### src/rtl/bfly_fabric.sv
module bfly_fabric #(
  parameter int D = 3,
  parameter int W = 8,
  localparam int N = 1 << D
) (
  input  logic           clk,
  input  logic           rst_n,
  input  logic [N-1:0]   in_valid,
  output logic [N-1:0]   in_ready,
  input  logic [N*D-1:0] in_dest,
  input  logic [N*W-1:0] in_data,
  output logic [N-1:0]   out_valid,
  input  logic [N-1:0]   out_ready,
  output logic [N*W-1:0] out_data
);

  logic         v    [0:D][0:N-1];
  logic [D-1:0] hd   [0:D-1][0:N-1];
  logic [W-1:0] pd   [0:D][0:N-1];
  logic         room [0:D][0:N-1];
  logic         take [0:D][0:N-1];
  logic         gs   [1:D][0:N-1];
  logic         gc   [1:D][0:N-1];

  for (genvar k = 0; k <= D; k++) begin : g_rank
    for (genvar j = 0; j < N; j++) begin : g_col
      assign room[k][j] = !v[k][j] || take[k][j];

      if (k == 0) begin : g_entry
        assign in_ready[j] = room[0][j];
        always_ff @(posedge clk or negedge rst_n)
          if (!rst_n) v[0][j] <= 1'b0;
          else if (room[0][j]) v[0][j] <= in_valid[j];
        always_ff @(posedge clk)
          if (room[0][j] && in_valid[j]) begin
            hd[0][j] <= in_dest[j*D +: D];
            pd[0][j] <= in_data[j*W +: W];
          end
      end else begin : g_steer
        localparam int P = D - k;
        localparam int X = j ^ (1 << P);
        localparam logic SIDE = 1'((j >> P) & 1);
        logic rs, rc, rr;
        assign rs = v[k-1][j] && (hd[k-1][j][D-1] == SIDE);
        assign rc = v[k-1][X] && (hd[k-1][X][D-1] == SIDE);
        assign gs[k][j] = room[k][j] && rs && (!rc || !rr);
        assign gc[k][j] = room[k][j] && rc && (!rs || rr);

        always_ff @(posedge clk or negedge rst_n)
          if (!rst_n) begin
            v[k][j] <= 1'b0;
            rr      <= 1'b0;
          end else if (room[k][j]) begin
            v[k][j] <= rs || rc;
            if (rs && rc) rr <= gs[k][j];
          end

        if (k < D) begin : g_hdr
          always_ff @(posedge clk)
            if (gs[k][j])      hd[k][j] <= hd[k-1][j] << 1;
            else if (gc[k][j]) hd[k][j] <= hd[k-1][X] << 1;
        end
        always_ff @(posedge clk)
          if (gs[k][j])      pd[k][j] <= pd[k-1][j];
          else if (gc[k][j]) pd[k][j] <= pd[k-1][X];
      end

      if (k < D) begin : g_fwd
        assign take[k][j] = gs[k+1][j] || gc[k+1][j ^ (1 << (D-k-1))];
      end else begin : g_out
        assign take[k][j]          = v[D][j] && out_ready[j];
        assign out_valid[j]        = v[D][j];
        assign out_data[j*W +: W]  = pd[D][j];
      end
    end
  end

endmodule


### config.mk
export PLATFORM = sky130hd
export DESIGN_NAME = bfly_fabric
export DESIGN_NICKNAME = d
export VERILOG_FILES = /design/src/rtl/bfly_fabric.sv
export SDC_FILE = /design/constraint.sdc
export NUM_CORES = 1
export LEC_CHECK = 0
export BUFFER_PORTS_ARGS = -buffer_cell sky130_fd_sc_hd__buf_2
export CELL_PAD_IN_SITES_DETAIL_PLACEMENT = 1
export CELL_PAD_IN_SITES_GLOBAL_PLACEMENT = 2
export CORE_MARGIN = 2
export CORE_UTILIZATION = 40
export DETAILED_ROUTE_END_ITERATION = 8
export GPL_TIMING_DRIVEN = 1
export PLACE_DENSITY = 0.73
export SETUP_SLACK_MARGIN = 0.5
export SYNTH_ARGS = -nofsm -noshare
export SYNTH_HDL_FRONTEND = slang
export SYNTH_SLANG_ARGS = --single-unit
### constraint.sdc
create_clock -name clk -period 3.9 [get_ports clk]
set_input_delay 0.585 -clock clk [delete_from_list [all_inputs] [get_ports clk]]
set_output_delay 0.585 -clock clk [all_outputs]
set_load 0.03 [all_outputs]
# Yosys cells after proc, flatten, opt, wreduce, memory -nomap -nowiden
# Memory sizes are Yosys's and may differ from the RTL's.
# Cells that the tools add are included.
# W data, S select, Z words.
[word_totals]
ramBits = 328
elab_cells = 738
input_bits = 106
n_memories = 2
out_inout_bits = 80
reg_bits = 56
[memory_table]
columns = ["memory", "words", "word_bits", "rd", "rd_clocked_by_memory_dff", "wr", "line", "text"]
rows = [
  ["pd", 4, 64, 4, 0, 4, "19", "logic [W-1:0] pd [0:D][0:N-1];"],
  ["hd", 3, 24, 3, 0, 3, "18", "logic [D-1:0] hd [0:D-1][0:N-1];"],
]
[classes]
n_mux = 176
bitwise_logic = 64
reduce_logical = 440
[ops]
columns = ["operator", "count"]
rows = [
  ["$mux W8", 24],
  ["$logic_and A1 B1 Y1", 184],
  ["$mux W1", 136],
  ["$logic_or A1 B1 Y1", 128],
  ["$logic_not A1 Y1", 104],
  ["$mux W3", 16],
  ["$reduce_and A2 Y1", 24],
  ["$or A1 B1 Y1", 40],
  ["$not A1 Y1", 24],
]

# Depth between registers and ports, before layout
# An unclocked memory read counts as a cell.
[logic_depth]
depth_word = 19
mapped_depth = 10
depth_no_buf = 6

# Least setup slack after synthesis
# No wires, ideal clock.
[synth_timing]
path_kind = "input to register"
from = "in out_ready[5]"
to = "mem hd[0][21] (netlist bit) (enable)"
path_stages = 9
path_buffers = 3
t_arrival_ns = 2.954
t_required_ns = 3.514
path_slack_ns = 0.560
setup_time_ns = 0.386
cell_sequence = "nand2b_1 -> o2111ai_2 -> and3_1 -> buf_6 -> o221a_4 -> or3_4 -> buf_6 -> buf_12 -> a31oi_1"
[synth_lines]
columns = ["element", "line", "text"]
rows = [
  ["start: declaration", "13", "input logic [N-1:0] out_ready,"],
  ["end: declaration", "18", ""],
]

# Worst setup path after layout
[layout_timing]
from = "reg v[10] (netlist bit)"
to = "out in_ready[2]"
[layout_via]
elab_chain_cells = 14
elab_cells_between_ends = 18
cone_classes = "reduce/logical: 18"
[layout_lines]
columns = ["element", "line", "text"]
rows = [
  ["start: declaration", "17", "logic v [0:D][0:N-1];"],
  ["start signal: indexed assignment", "54", "v[k][j] <= rs || rc;"],
  ["$logic_and A1 B1 Y1 (on tied branches)", "45, 44", ""],
  ["$logic_not A1 Y1 (on tied branches)", "46, 47", ""],
  ["$logic_or A1 B1 Y1 (on tied branches)", "46, 47", ""],
  ["$logic_and A1 B1 Y1 (on tied branches)", "46, 47", ""],
  ["$logic_or A1 B1 Y1 (*)", "69", "assign take[k][j] = gs[k+1][j] || gc[k+1][j ^ (1 << (D-k-1))];"],
  ["$logic_or A1 B1 Y1 (*)", "27", "assign room[k][j] = !v[k][j] || take[k][j];"],
  ["$logic_and A1 B1 Y1 (*) (2 in a row)", "47", "assign gc[k][j] = room[k][j] && rc && (!rs || rr);"],
  ["$logic_or A1 B1 Y1 (*)", "69", ""],
  ["$logic_or A1 B1 Y1 (*)", "27", ""],
  ["$logic_and A1 B1 Y1 (*) (2 in a row)", "47", ""],
  ["$logic_or A1 B1 Y1 (*)", "69", ""],
  ["$logic_or A1 B1 Y1 (*)", "27", ""],
  ["end: declaration", "9", "output logic [N-1:0] in_ready,"],
]
# Every way passes the cells marked *; elsewhere a longest branch is shown, timed or not.

==> flow_summary.ini <==
[yosys]
synth_edf_count = 304
synth_seq_cells = 360
synth_flop_cell = edfxtp_1
ys_seq_area_share_pct = 69.5
netlist_area_sq_um = 15200
syn_nets = 1026
yosysWarnings = 0
syn_avg_cell_area_sq_um = 16.5
synthArstFlopShare_pct = 15.6
synthXorXnorAreaFrac_pct = 1.39
yosysUniqueCellTypes = 56
synthSimpleGateAreaFrac_pct = 6.94
synth_top_family_by_area = multiplexers
muxShareOfSynthArea_pct = 16.2
synthAdderAreaFrac_pct = 0
synth_compound_area_share_pct = 4.16
synth_cells = 920

[sta]
tightestPinTransition_ns = 1.23
finalHoldViolations = 0
maxSlewHeadroom_pct = 17.3
rsz0062_at_grt = true
period_minus_slack_ns = 3.33
fin_worst_skew_ns = 0.0202
max_freq_mhz = 300
period_share_pct = 85.4
finalSetupViolCount = 0
slew_viol_final = 0
fin_setup_tns_ns = 0

[setup_path]
cp_max_fo = 6
crit_arrival_ns = 2.75
crit_top_cell = buf_4
cp_slowest_cell = dfrtp_2
slowest_delay_ns = 0.44
worstPathRequired_ns = 3.31
start_kind = flip-flop
crit_chain = nor2b_1 -> a211o_1 -> and3_2 -> buf_4 -> o211a_4 -> or3_4 -> nand3_1 -> buf_4
criticalPathCategory = flip-flop to output pin
end_kind = output pin

[floorplanning]
num_rows = 71
core-area_sq_um = 37500
fp.dieH_microns = 199
initial_core_util_pct = 40.4
num_io_pins = 186
die_area_sq_um = 39500
die_w_microns = 199

[global_route]
grt_use_total_pct = 19.5
grt_overflow = 0
grt_pass1_wl_mm = 55.6
antenna_found_initial = 1
grt_max_degree = 23
grt_pass1_vias = 9078

[cts]
cts_buffers = 39
clock_path_buffers = 3
cts_tree = yes
cts.sinks = 360
clk_pin_slew_ns = 0.06
cts_max_level = 2
clockRootBuffer = clkbuf_16
clk_latency_ns = 0.54

[cells_and_area]
antenna_cells = 0
nFillCells = 3715
drive_above_1_share_pct = 46.2
final_nets = 1260
area_delta_synth_final_pct = 20.0

[hold_path]
hp-class = primary input to asynchronous set/reset pin

[routing]
dr.first_iter.drc_count = 390
wl_per_cell_microns = 22.4
ant_nets = 0
vias = 8499
wirelength_mm = 37.9
drc_errors = 0
dr.pass1.iters = 4
routed_via_density = 5.02

[run]
cap_violations = 0

[placement]
io_buffers = 185
place.gp.congestion = 0.860
dp_hpwl_mm = 29.4

[outcome]
status = finished, final reports clean
==> Yosys cell counts, types with 8 or more instances <==
cell      number  area share (%)
inv_1         16            0.40
nand3_1       25            0.83
o21ai_0        9            0.30
or2_2         10            0.41
edfxtp_1     304              60
nor2b_1       10            0.41
nor3_1        17            0.56
nor3_2         8            0.53
nand2_1       38            0.94
xor2_1        18             1.0
mux2_2       209              16
a31oi_1       10            0.41
dfrtp_1       56             9.2
nor2_1        24            0.59
nand2b_1      29             1.2
a21oi_1       16            0.53
buf_4         17            0.84
==> cell families after synthesis <==
group | after synthesis
AND/OR/NAND/NOR | 190
XOR/XNOR | 24
AO/OA/AOI/OAI | 85
buffers and inverters | 45
flip-flops | 360
multiplexers | 216
==> placed cells by master, fill, tap and decap left out, drive strengths merged, types with 12 or more instances in the layout <==
cell type / netlist / final
inv: 16 / 17
nand2: 38 / 38
xor2: 18 / 18
buf: 25 / 222
edfxtp: 304 / 304
dfrtp: 56 / 56
mux2: 216 / 216
nor2: 25 / 25
clkbuf: 4 / 54
a21oi: 16 / 16
o21ai: 12 / 12
nand3: 25 / 25
nor3: 26 / 26
nand2b: 29 / 29
==> repair_timing <==
item / CTS / global route
endpoints found under the hold margin: 0 / 0
pin swaps: 4 / 0
buffers inserted: 5 / 1
gates resized for setup: 16 / 12
endpoints found under the setup margin: 8 / 8
hold buffers: 0 / 0
==> through the flow <==
stage	setup WS (ns)	hold WS [ns]	area [sq um]	utilization, %	std cells
final	0.568	0.0270	18200	48.5	1693
after global routing	0.451	0.0514	18200	48.5	1693
after detailed placement	0.517	0.486	16700	44.7	1618
after global placement	0.586	0.484	16700	44.7	1618
after CTS	0.456	0.0288	18100	48.3	1692
after floorplan	0.560	0.289	15200	-	920
==> layer usage <==
metal,wire [microns],vias up,GRT usage (%)
met4,869,0,5.97
met2,18800,207,33.4
li1,-,3971,-
met1,16000,4262,24.8
met5,0,-,0
met3,2240,59,4.02
==> final cells by class <==
type                            instances  area (sq um)  area share, %
Inverter                               16          60.1          0.330
Tap cell                              511           639           3.52
Clock buffer                           54          1080           5.95
Multi-Input combinational cell        515          4460           24.5
Sequential cell                       360         10500           57.9
Timing Repair Buffer                  222          1210           6.63
Clock inverter                         15           204           1.12
==> sequential cells by signal, summed over array words and instances, names as in the netlist <==
signal / cells
hd: 48
pd: 256
out_valid: 8
g_rank.g_col.g_steer.rr: 24
v: 24
==> path summary, 6_finish.rpt <==
check                                         startpoint                            end  slack [ns]  depth (start not counted)
max                                                v[10]                    in_ready[2]        0.57                          8
min                                                rst_n  g_rank[3].g_col[7].g_steer.rr        0.03                          1
max reg2reg                                        v[10]                      hd[0][22]        1.01                          8
min reg2reg                g_rank[1].g_col[0].g_steer.rr  g_rank[1].g_col[0].g_steer.rr        0.50                          1
max in group asynchronous                          rst_n                          v[10]        3.07                          2
min in group clk                             in_data[23]                      pd[0][47]        0.22                          1
==> worst max-delay path: cells and delay by family, from the launching register on <==
kind            cells  cell delay, ns
compound gates      2            0.58
flops               1            0.44
simple gates        4            0.86
buf+inv             2            0.33
Power is left out: the tool's default activity adds up to more than one toggle a clock period on the data nets, which glitch-free logic cannot reach.
